## src/rtl/mig_pkg.sv

```systemverilog
package mig_pkg;
  typedef enum logic [2:0] {
    CLS_NONE  = 3'd0,
    CLS_DED   = 3'd1,
    CLS_SHR   = 3'd2,
    CLS_STR   = 3'd3,
    CLS_SHIFT = 3'd4
  } cls_e;

  localparam int DED_RATIO  = 2;
  localparam int SHR_NUM    = 13;
  localparam int SHR_DEN    = 10;
  localparam int LOW_DIV    = 4;
  localparam int STR_NUM    = 3;
  localparam int STR_DEN    = 100;
endpackage

```

## src/rtl/mig_filter.sv

```systemverilog
module mig_filter #(
  parameter int CNT_W   = 8,
  parameter int FRAC_W  = 8,
  parameter int ALPHA_W = 8,
  localparam int FW     = CNT_W + FRAC_W
) (
  input  logic               clk,
  input  logic               rst_n,
  input  logic               upd_i,
  input  logic [ALPHA_W-1:0] alpha_i,
  input  logic [CNT_W-1:0]   n_i,
  output logic [FW-1:0]      f_o,
  output logic [FW-1:0]      p_o
);
  localparam int AW = FW + ALPHA_W + 1;
  localparam logic [AW-1:0] ONE = AW'(2 ** ALPHA_W);

  logic [FW-1:0] f_q, f_nx, p_q, p_nx, n_fix;
  logic [AW-1:0] acc;

  always_comb begin
    n_fix = {n_i, {FRAC_W{1'b0}}};
    acc   = (ONE - AW'(alpha_i)) * AW'(f_q) + AW'(alpha_i) * AW'(n_fix);
    f_nx  = f_q;
    p_nx  = p_q;
    if (upd_i) begin
      f_nx = acc[ALPHA_W +: FW];
      p_nx = f_q;
    end
  end

  always_ff @(posedge clk or negedge rst_n) begin
    if (!rst_n) begin
      f_q <= '0;
      p_q <= '0;
    end else begin
      f_q <= f_nx;
      p_q <= p_nx;
    end
  end

  assign f_o = f_q;
  assign p_o = p_q;

  // the new value lies between the old value and the new sample
  p_filt_bounded_r2: assert property (@(posedge clk) disable iff (!rst_n)
    upd_i |=> ((f_q <= $past(f_q) || f_q <= $past(n_fix)) &&
               (f_q >= $past(f_q) || f_q >= $past(n_fix))));
  // no strobe, no change
  p_filt_hold_r11: assert property (@(posedge clk) disable iff (!rst_n)
    !upd_i |=> $stable(f_q));
endmodule

```

## src/rtl/mig_rank.sv

```systemverilog
module mig_rank #(
  parameter int NGPU = 4,
  parameter int FW   = 16,
  localparam int IW  = $clog2(NGPU)
) (
  input  logic                     clk,
  input  logic                     rst_n,
  input  logic [NGPU-1:0][FW-1:0]  f_i,
  output logic [IW-1:0]            top_idx_o,
  output logic [FW-1:0]            top_o,
  output logic [FW-1:0]            sec_o
);
  always_comb begin
    top_idx_o = '0;
    top_o     = f_i[0];
    for (int g = 1; g < NGPU; g++) begin
      if (f_i[g] > top_o) begin
        top_o     = f_i[g];
        top_idx_o = IW'(g);
      end
    end
    sec_o = '0;
    for (int g = 0; g < NGPU; g++) begin
      if (IW'(g) != top_idx_o && f_i[g] > sec_o) sec_o = f_i[g];
    end
  end

  // the ranking is ordered and the top index holds the top value
  p_rank_order_r10: assert property (@(posedge clk) disable iff (!rst_n)
    (top_o >= sec_o) && (f_i[top_idx_o] == top_o));
endmodule

```

## src/rtl/mig_decide.sv

```systemverilog
module mig_decide
  import mig_pkg::*;
#(
  parameter int NGPU = 4,
  parameter int FW   = 16,
  localparam int IW  = $clog2(NGPU),
  localparam int WW  = FW + 5
) (
  input  logic                     clk,
  input  logic                     rst_n,
  input  logic                     eval_i,
  input  logic                     stream_i,
  input  logic [IW-1:0]            loc_i,
  input  logic [NGPU-1:0][FW-1:0]  f_i,
  input  logic [NGPU-1:0][FW-1:0]  p_i,
  input  logic [IW-1:0]            top_idx_i,
  input  logic [FW-1:0]            top_i,
  input  logic [FW-1:0]            sec_i,
  output logic                     vld_o,
  output logic [2:0]               cls_o,
  output logic                     mig_o,
  output logic [IW-1:0]            tgt_o
);
  cls_e          cls_nx;
  logic          mig_nx, ris, vld_q, mig_q;
  logic [IW-1:0] tgt_nx, ris_idx, tgt_q;
  logic [2:0]    cls_q;
  logic [WW-1:0] top_w, sec_w, loc_w;

  always_comb begin
    top_w = WW'(top_i);
    sec_w = WW'(sec_i);
    loc_w = WW'(f_i[loc_i]);
    ris     = 1'b0;
    ris_idx = '0;
    for (int g = NGPU - 1; g >= 0; g--) begin
      if (IW'(g) != loc_i && f_i[g] > p_i[g]) begin
        ris     = 1'b1;
        ris_idx = IW'(g);
      end
    end
    cls_nx = CLS_NONE;
    mig_nx = 1'b0;
    tgt_nx = '0;
    if (top_i == '0) begin
      cls_nx = CLS_NONE;
    end else if (stream_i) begin
      cls_nx = CLS_STR;
    end else if (top_w >= WW'(DED_RATIO) * sec_w) begin
      cls_nx = CLS_DED;
      mig_nx = (top_idx_i != loc_i);
      tgt_nx = mig_nx ? top_idx_i : '0;
    end else if (WW'(SHR_DEN) * top_w < WW'(SHR_NUM) * sec_w) begin
      cls_nx = CLS_SHR;
      mig_nx = (WW'(LOW_DIV) * loc_w < top_w);
      tgt_nx = mig_nx ? top_idx_i : '0;
    end else if (f_i[loc_i] < p_i[loc_i] && ris) begin
      cls_nx = CLS_SHIFT;
      mig_nx = 1'b1;
      tgt_nx = ris_idx;
    end
  end

  always_ff @(posedge clk or negedge rst_n) begin
    if (!rst_n) begin
      vld_q <= 1'b0;
      cls_q <= '0;
      mig_q <= 1'b0;
      tgt_q <= '0;
    end else begin
      vld_q <= eval_i;
      if (eval_i) begin
        cls_q <= cls_nx;
        mig_q <= mig_nx;
        tgt_q <= tgt_nx;
      end
    end
  end

  assign vld_o = vld_q;
  assign cls_o = cls_q;
  assign mig_o = mig_q;
  assign tgt_o = tgt_q;

  // streaming and out-of-interest pages never migrate
  p_no_move_r5: assert property (@(posedge clk) disable iff (!rst_n)
    (cls_q == CLS_STR || cls_q == CLS_NONE) |-> !mig_q);
  // idle target
  p_idle_tgt_r9: assert property (@(posedge clk) disable iff (!rst_n)
    !mig_q |-> (tgt_q == '0));
  // a migration never targets the holder used for the decision
  p_not_self_r6: assert property (@(posedge clk) disable iff (!rst_n)
    (eval_i && mig_nx) |=> (tgt_q != $past(loc_i)));
  // outputs change only on a result cycle
  p_out_stable_r3: assert property (@(posedge clk) disable iff (!rst_n)
    !vld_q |-> ($stable(cls_q) && $stable(mig_q)));
endmodule

```

## src/rtl/mig_classifier.sv

```systemverilog
module mig_classifier
  import mig_pkg::*;
#(
  parameter int NGPU    = 4,
  parameter int CNT_W   = 8,
  parameter int FRAC_W  = 8,
  parameter int ALPHA_W = 8,
  parameter int PLEN_W  = 16,
  localparam int IW     = $clog2(NGPU),
  localparam int FW     = CNT_W + FRAC_W,
  localparam int SUM_W  = CNT_W + IW,
  localparam int RW     = SUM_W + PLEN_W + 8
) (
  input  logic                    clk,
  input  logic                    rst_n,
  input  logic                    upd_i,
  input  logic [NGPU*CNT_W-1:0]   cnt_i,
  input  logic [IW-1:0]           loc_i,
  input  logic [PLEN_W-1:0]       plen_i,
  input  logic [ALPHA_W-1:0]      alpha_i,
  output logic                    res_vld_o,
  output logic [2:0]              cls_o,
  output logic                    mig_o,
  output logic [IW-1:0]           tgt_o
);
  logic rs_meta, rs_n;

  always_ff @(posedge clk or negedge rst_n) begin
    if (!rst_n) begin
      rs_meta <= 1'b0;
      rs_n    <= 1'b0;
    end else begin
      rs_meta <= 1'b1;
      rs_n    <= rs_meta;
    end
  end

  logic [NGPU-1:0][FW-1:0] filt, prev;

  for (genvar g = 0; g < NGPU; g++) begin : g_filt
    mig_filter #(.CNT_W(CNT_W), .FRAC_W(FRAC_W), .ALPHA_W(ALPHA_W)) u_filt (
      .clk     (clk),
      .rst_n   (rs_n),
      .upd_i   (upd_i),
      .alpha_i (alpha_i),
      .n_i     (cnt_i[g*CNT_W +: CNT_W]),
      .f_o     (filt[g]),
      .p_o     (prev[g])
    );
  end

  logic [SUM_W-1:0] sum;
  logic [RW-1:0]    rate_l, rate_r;
  logic             touched_q, touched_nx, stream_q, stream_nx, eval_q;
  logic [IW-1:0]    loc_q, loc_nx;

  always_comb begin
    sum = '0;
    for (int g = 0; g < NGPU; g++) sum = sum + SUM_W'(cnt_i[g*CNT_W +: CNT_W]);
    rate_l     = RW'(STR_DEN) * RW'(sum);
    rate_r     = RW'(STR_NUM) * RW'(plen_i);
    stream_nx  = stream_q;
    touched_nx = touched_q;
    loc_nx     = loc_q;
    if (upd_i) begin
      stream_nx  = touched_q && (rate_l < rate_r);
      touched_nx = touched_q || (sum != '0);
      loc_nx     = loc_i;
    end
  end

  always_ff @(posedge clk or negedge rs_n) begin
    if (!rs_n) begin
      stream_q  <= 1'b0;
      touched_q <= 1'b0;
      loc_q     <= '0;
      eval_q    <= 1'b0;
    end else begin
      stream_q  <= stream_nx;
      touched_q <= touched_nx;
      loc_q     <= loc_nx;
      eval_q    <= upd_i;
    end
  end

  logic [IW-1:0] top_idx;
  logic [FW-1:0] top_v, sec_v;

  mig_rank #(.NGPU(NGPU), .FW(FW)) u_rank (
    .clk       (clk),
    .rst_n     (rs_n),
    .f_i       (filt),
    .top_idx_o (top_idx),
    .top_o     (top_v),
    .sec_o     (sec_v)
  );

  mig_decide #(.NGPU(NGPU), .FW(FW)) u_dec (
    .clk       (clk),
    .rst_n     (rs_n),
    .eval_i    (eval_q),
    .stream_i  (stream_q),
    .loc_i     (loc_q),
    .f_i       (filt),
    .p_i       (prev),
    .top_idx_i (top_idx),
    .top_i     (top_v),
    .sec_i     (sec_v),
    .vld_o     (res_vld_o),
    .cls_o     (cls_o),
    .mig_o     (mig_o),
    .tgt_o     (tgt_o)
  );

  // a strobe yields exactly one result pulse two edges later
  p_vld_pulse_r3: assert property (@(posedge clk) disable iff (!rs_n)
    upd_i |=> ##1 res_vld_o);
  // no result without a strobe
  p_vld_cause_r3: assert property (@(posedge clk) disable iff (!rs_n)
    $rose(res_vld_o) |-> $past(upd_i, 2));
  // the first touched period can never be streaming
  p_first_touch_r5: assert property (@(posedge clk) disable iff (!rs_n)
    (upd_i && !touched_q) |=> !stream_q);
endmodule

```

## config.mk

```make
export PLATFORM = sky130hd
export DESIGN_NAME = mig_classifier
export DESIGN_NICKNAME = d
export VERILOG_FILES = /design/src/rtl/mig_pkg.sv /design/src/rtl/mig_filter.sv /design/src/rtl/mig_rank.sv /design/src/rtl/mig_decide.sv /design/src/rtl/mig_classifier.sv
export SDC_FILE = /design/constraint.sdc
export NUM_CORES = 2
export LEC_CHECK = 0
export CORE_UTILIZATION = 30
export CTS_CLUSTER_SIZE = 16
export DETAILED_ROUTE_END_ITERATION = 16
export DONT_BUFFER_PORTS = 1
export GPL_TIMING_DRIVEN = 0
export HOLD_SLACK_MARGIN = 0.02
export PLACE_DENSITY = 0.4
export SYNTH_ARGS = -nofsm -noshare
export SYNTH_HDL_FRONTEND = slang
export SYNTH_HIERARCHICAL = 1
export SYNTH_SLANG_ARGS = --single-unit
```

## constraint.sdc

```tcl
create_clock -name clk -period 5.9 [get_ports clk]
set_clock_uncertainty 0.2 [all_clocks]
set_input_delay 0.59 -clock clk [delete_from_list [all_inputs] [get_ports clk]]
set_output_delay 0.59 -clock clk [all_outputs]
set_load 0.005 [all_outputs]
```

Word level (Yosys, flattened, before mapping)
Cells that the tools add are included.
- input port bits: 61
- output and inout port bits: 7
- word-level logic and storage cells: 116
- register bits: 142
- magnitude comparators: 17
- equal/unequal tests: 7
- add/sub/neg operators: 8
- reductions and logical operators: 15
- mux-type cells: 39
- multiply operators: 12
- operators with widths (kind ; count):
    16-bit greater-than comparator ; 10
    16-bit 2-to-1 mux ; 9
    25-bit by 16-bit multiplier with 24-bit output ; 4
    24-bit adder ; 4
    16-bit binary-select mux with 2-bit select ; 2
    8-bit by 8-bit multiplier with 16-bit output ; 4
    2-bit 2-to-1 mux ; 13
    20-bit < comparator ; 1
    4-bit by 16-bit multiplier with 20-bit output, first input constant ; 1
    3-bit by 16-bit multiplier with 19-bit output, first input constant ; 1
    17-bit by 18-bit < comparator with 1-bit output ; 1
    18-bit by 16-bit < comparator with 1-bit output ; 1
    2-bit by 16-bit multiplier with 18-bit output, first input constant ; 1
    16-bit by 17-bit >= comparator with 1-bit output ; 1
    16-bit by 1-bit greater-than comparator with 1-bit output, second input constant ; 1
    16-bit logical NOT ; 1
    16-bit < comparator ; 1
    5-bit by 10-bit multiplier with 15-bit output, first input constant ; 1
    3-bit 2-to-1 mux ; 5
    10-bit by 8-bit adder with 10-bit output ; 1
    9-bit by 8-bit adder with 10-bit output ; 1
    1-bit logical AND ; 10
    1-bit 2-to-1 mux ; 10
    10-bit nonzero test ; 1
    8 further kinds ; 13

Depth between registers and ports, before layout
- word-level depth: 24
- gate-level depth with buffers: 89
- depth with buffers taken out: 78

Hierarchy
The synthesis kept the hierarchy.
- by module, submodules not included (module ; area an instance (um^2) ; instances ; cells an instance ; seq. area each (um^2)):
    mig_filter (g_filt[0].u_filt ...) ; 8426.8 ; 2 ; 929 ; 800.8
    mig_filter (g_filt[2].u_filt) ; 8510.7 ; 1 ; 934 ; 800.8
    mig_filter (g_filt[3].u_filt) ; 8379.3 ; 1 ; 918 ; 800.8
    mig_decide ; 6547.5 ; 1 ; 799 ; 175.2
    mig_rank ; 3878.7 ; 1 ; 536 ; 0.0
    mig_classifier ; 2892.8 ; 1 ; 336 ; 175.2

Least setup slack after synthesis
OpenSTA, ideal clock, no wires.
- kind: register to register
- from: reg g_filt[0].u_filt.f_q[1]
- to: reg u_dec.cls_q[2] (netlist: u_dec/cls_o[2])
- buffers on the path: 11
- stages on the path, launching flop included: 85
- path slack: -10.074 ns
- data arrival time: 15.628 ns
- period minus slack after synthesis: 15.974 ns
- data required time: 5.554 ns
- setup time: 0.146 ns
- path through: dfrtp_1 clkbuf_1 inv_1 ha_1 nor2b_1 o21ai_0 a21bo_1 a31o_1 buf_6 clkbuf_1 mux2i_1 ha_1 nor3_1 o31ai_1 a221oi_1 a32o_1 o21ai_4 nand2_1 [... 49 more ...] inv_1 fa_1 inv_1 ha_1 a21o_1 or3_1 o211ai_1 a31oi_1 a21o_1 a21oi_1 xor2_1 ha_1 a211oi_1 o211ai_1 o31ai_1 a211oi_2 o21ai_2 o32ai_2
- longest elaborated chain between the ends: 24
- elaborated cells between the ends (all ways): 42
- classes of those cells: mul: 2; order compare: 11; eq/ne: 3; mux: 18; reduce/logical: 8
- ends and longest elaborated chain (item ; RTL line ; source):
    from (decl) ; mig_filter.sv:18 ; logic [FW-1:0] f_q, f_nx, p_q, p_nx, n_fix;
    from (signal assigned) ; mig_filter.sv:37 ; f_q <= f_nx;
    16-bit greater-than comparator ; mig_rank.sv:17 ; if (f_i[g] > top_o) begin
    16-bit 2-to-1 mux ; mig_rank.sv:17 ;
    16-bit greater-than comparator ; mig_rank.sv:17 ;
    16-bit 2-to-1 mux ; mig_rank.sv:17 ;
    16-bit greater-than comparator ; mig_rank.sv:17 ;
    2-bit 2-to-1 mux ; mig_rank.sv:17 ;
    2-bit nonzero test ; mig_rank.sv:24 ; if (IW'(g) != top_idx_o && f_i[g] > sec_o) sec_o = f_i[g];
    1-bit logical AND ; mig_rank.sv:24 ;
    [... 9 more ...] ; -- ;
    16-bit 2-to-1 mux (*) ; mig_rank.sv:24 ;
    via sec_v[7] ; mig_classifier.sv:87 ; logic [FW-1:0] top_v, sec_v;
    4-bit by 16-bit multiplier with 20-bit output ; mig_decide.sv:53 ; end else if (WW'(SHR_DEN) * top_w < WW'(SHR_NUM) * sec_w) begin
    20-bit < comparator ; mig_decide.sv:53 ;
    3-bit 2-to-1 mux ; mig_decide.sv:53 ;
    3-bit 2-to-1 mux (*) ; mig_decide.sv:49 ; end else if (top_w >= WW'(DED_RATIO) * sec_w) begin
    3-bit 2-to-1 mux (*) ; mig_decide.sv:47 ; end else if (stream_i) begin
    3-bit 2-to-1 mux (*) ; mig_decide.sv:45 ; if (top_i == '0) begin
    to (signal assigned) ; mig_decide.sv:73 ; cls_q <= cls_nx;
    to (decl) ; mig_decide.sv:27 ; logic [2:0] cls_q;
Mark *: on every way through the listed nets, which the timed path passes. The rest lies on a longest branch. The select of a mux whose other input is x is not followed.
A chain may end at the register's enable or synchronous reset.

Worst setup path in the final report
- from: reg g_filt[0].u_filt.f_q[12]
- to: reg u_dec.cls_q[2] (netlist: u_dec/cls_o[2])
The elaborated chain is that of the path after synthesis.

==> impl_metrics.toml <==
[worst_setup_path]
r2r-start = "g_filt[0].u_filt/f_o[12]"
cpMaxStageDelayCell = "fa_1"
cp-end-kind = "register"
reg2reg_depth = 95
max_stage_delay_ns = 0.52
path_class = "reg -> reg"
timing.critical_path.mode_cell = "buf_4"
cp-endpoint = "u_dec/cls_o[2]"
path_max_fanout = 8
crit_arrival_ns = 16.34
start_kind = "register"
timing.rr.end = "u_dec/cls_o[2]"
reg2reg_slack_ns = -10.22
crit_start = "g_filt[0].u_filt/f_o[12]"
worstPathRequired_ns = 6.11

[timing]
fin_ws_ns = -10.22
holdWs_ns = 0.0893
period_share = 2.73
setup-violations-final = 49
setup_tns_ns = -79.50
period_needed_ns = 16.12
rsz0062_at_grt = "true"
drv_slew = 0
final_hold_viol_count = 0
fmax_ghz = 0.0620
worstMarginPinSlew_ns = 1.36
slew_headroom = 0.0812

[place]
place_worst_setup_slack_ns = -12.31
detailed_place_hpwl_mm = 129
placed_cell_area_mm2 = 0.0518
gp_congestion = 0.883
port_buffers = 0

[logic_synthesis]
synthSimpleGateAreaFrac = 0.156
yosys.area.top_type_share = 0.264
ys_seq_area_frac = 0.0755
synth-edff-count = 0
yosysTopAreaCell = "fa_1"
synth_area_mm2 = 0.0471
synth.area.top_cells = "fa_1 (26%), ha_1 (20%), inv_1 (9.3%)"
synthMuxAreaShare = 0.0490
synth_cell_type_count = 113
synth_area_per_cell_um2 = 8.75
synth_nets = 6828
synth_compound_area_frac = 0.108
synth-adder-area-share = 0.467
yosys.area_share.xor_xnor = 0.0350
yosysWarnings = 6
syn_inst = 5381
async_flop_share = 1.00
ys_dominant_reg_cell = "dfrtp_1"
synth_top_family_by_area = "adder cells"
synth_seq_cells = 142

[cts]
cts_tree = "built"
cts.sinks = 142
clk_latency_ns = 0.53
numCtsBuffers = 17
path_clk_slew_ns = 0.08
root_buffer = "clkbuf_16"
clockBufferDepth = 2
htree_levels = 4

[global_route]
grt_max_degree = 58
first_global_vias = 40377
gr-usage-all-layers = 0.213
overflow = 0
grt_pass1_wl_mm = 252
antenna_found_initial = 13

[detailed_routing]
drc_errors = 0
initialDrtViolationCount = 1810
dr.pass1.iters = 8
drt_wl_total_mm = 166
vias = 38165
wl_per_cell_um = 21.2
via_per_inst = 4.88
antenna_left = 0

[floorplanning]
chipWidth_um = 398
core_area_mm2 = 0.155
die_y_um = 398
start_util = 0.304
io_pins = 68
die_area_mm2 = 0.158
row_count = 144

[final_layout]
synthToLayoutAreaGrowth_pct = 25.8
finish.instance_area_mm2 = 0.0592
drive_gt1_frac = 0.245
nets = 7199
fillerInstances = 15876

[min_path]
hold_class = "in -> async"

[status]
violations = "negative setup slack"
outcome = "finished with violations"

[run]
cap_violations = 0
==> kinds of logic (layout without fill, tap and decap cells) <==
| family | count (synthesis) | count (layout) |
|---|---|---|
| compound gates | 719 | 719 |
| xor+xnor | 185 | 185 |
| fa+ha+maj | 1386 | 1386 |
| buf+inv | 1351 | 1734 |
| flops | 142 | 142 |
| mux | 176 | 176 |
| other cells | 1 | 7 |
| simple gates | 1421 | 1421 |
==> metal layers <==
layer  part of all wire  global-route usage  vias to the layer above
met4              0.032              0.0634                        2
li1                   -                   -                    18066
met5           0.000078                   0                        -
met3              0.042              0.0304                      189
met1               0.46               0.288                    19234
met2               0.46               0.350                      674
==> through the flow <==
step                      std cells   util
after floorplan                5381      -
after global placement         7425  0.334
after detailed placement       7427  0.334
after CTS                      7710  0.367
after global routing           7808  0.382
final                          7814  0.382
==> sequential cells by signal (all words and copies together) (netlist names) <==
register / cells
g_filt.u_filt/p_o: 64
touched_q: 1
u_dec/tgt_o: 2
eval_q: 1
rs_meta: 1
u_dec/vld_o: 1
loc_q: 2
u_dec/mig_o: 1
u_dec/cls_o: 3
rs_n: 1
stream_q: 1
g_filt.u_filt/f_o: 64
==> layout make-up <==
| cell class | count | area [um^2] | share of cell area |
|---|---|---|---|
| Buffer | 180 | 1760 | 0.0297 |
| Antenna cell | 6 | 15.0 | 0.000254 |
| Clock inverter | 13 | 164 | 0.00277 |
| Multi-Input combinational cell | 3888 | 43200 | 0.729 |
| Timing Repair Buffer | 353 | 3030 | 0.0511 |
| Sequential cell | 142 | 3610 | 0.0610 |
| Tap cell | 2044 | 2560 | 0.0432 |
| Inverter | 1170 | 4460 | 0.0754 |
| Clock buffer | 18 | 429 | 0.00725 |
==> cells in the final DEF (no fill, tap or decap), types with 35 or more instances in the layout <==
master,instances
nor2_1,104
buf_4,293
dfrtp_1,106
nand2_2,35
a21oi_2,48
ha_1,635
clkbuf_1,69
clkbuf_16,50
inv_1,1077
buf_6,51
nand2_1,439
xnor2_1,90
and2_1,462
ha_4,117
o21a_1,47
o21ai_0,69
xor2_1,41
nand4_1,51
mux2_2,88
inv_2,73
nand3_1,42
a21o_1,65
a21oi_1,114
fa_1,595
==> critical path, delay by kind of cell, from the launching register on <==
kind | cells | cell delay [ns]
adder cells (fa/ha/maj) | 8 | 2.43
multiplexers | 1 | 0.21
AND/OR/NAND/NOR | 16 | 2.48
XOR/XNOR | 1 | 0.08
flip-flops | 1 | 0.44
buffers and inverters | 42 | 5.26
AO/OA/AOI/OAI | 27 | 4.90
==> how the worst min path moves through the flow <==
stage | start | endpoint | depth (start not counted)
after floorplan | rst_n | rs_meta | 0
after CTS | upd_i | touched_q | 2
after global routing | rst_n | rs_n | 1
final | rst_n | rs_n | 1
after global placement | rst_n | rs_n | 0
after detailed placement | rst_n | rs_meta | 0
==> timing repair <==
item / 4_1_cts / 5_1_grt
endpoints found under the setup margin: 66 / 57
buffers inserted: 242 / 103
gates resized for setup: 509 / 325
pin swaps: 200 / 204
hold buffers: 4 / 0
gates cloned: 8 / 2
hold endpoints to repair: 6 / 0
==> synthesized netlist by cell type (25+ instances only) <==
cell type  number
and2_1        487
nor3_1         50
ha_1          766
nor2_1        118
o31ai_1        28
o211ai_1       32
mux4_2         32
o21bai_1       25
inv_1        1169
a21oi_1       181
clkbuf_1      159
nand2_1       499
xnor2_1       127
o21a_1         47
nand4_1        51
xor2_1         56
dfrtp_1       142
a21o_1         65
nor2b_1        33
mux2_2        112
mux2i_1        31
nand3_1        55
fa_1          620
o21ai_0       111
Power is not shown: default switching activity piles up to over one toggle a cycle in this logic, so the estimate is an artifact.
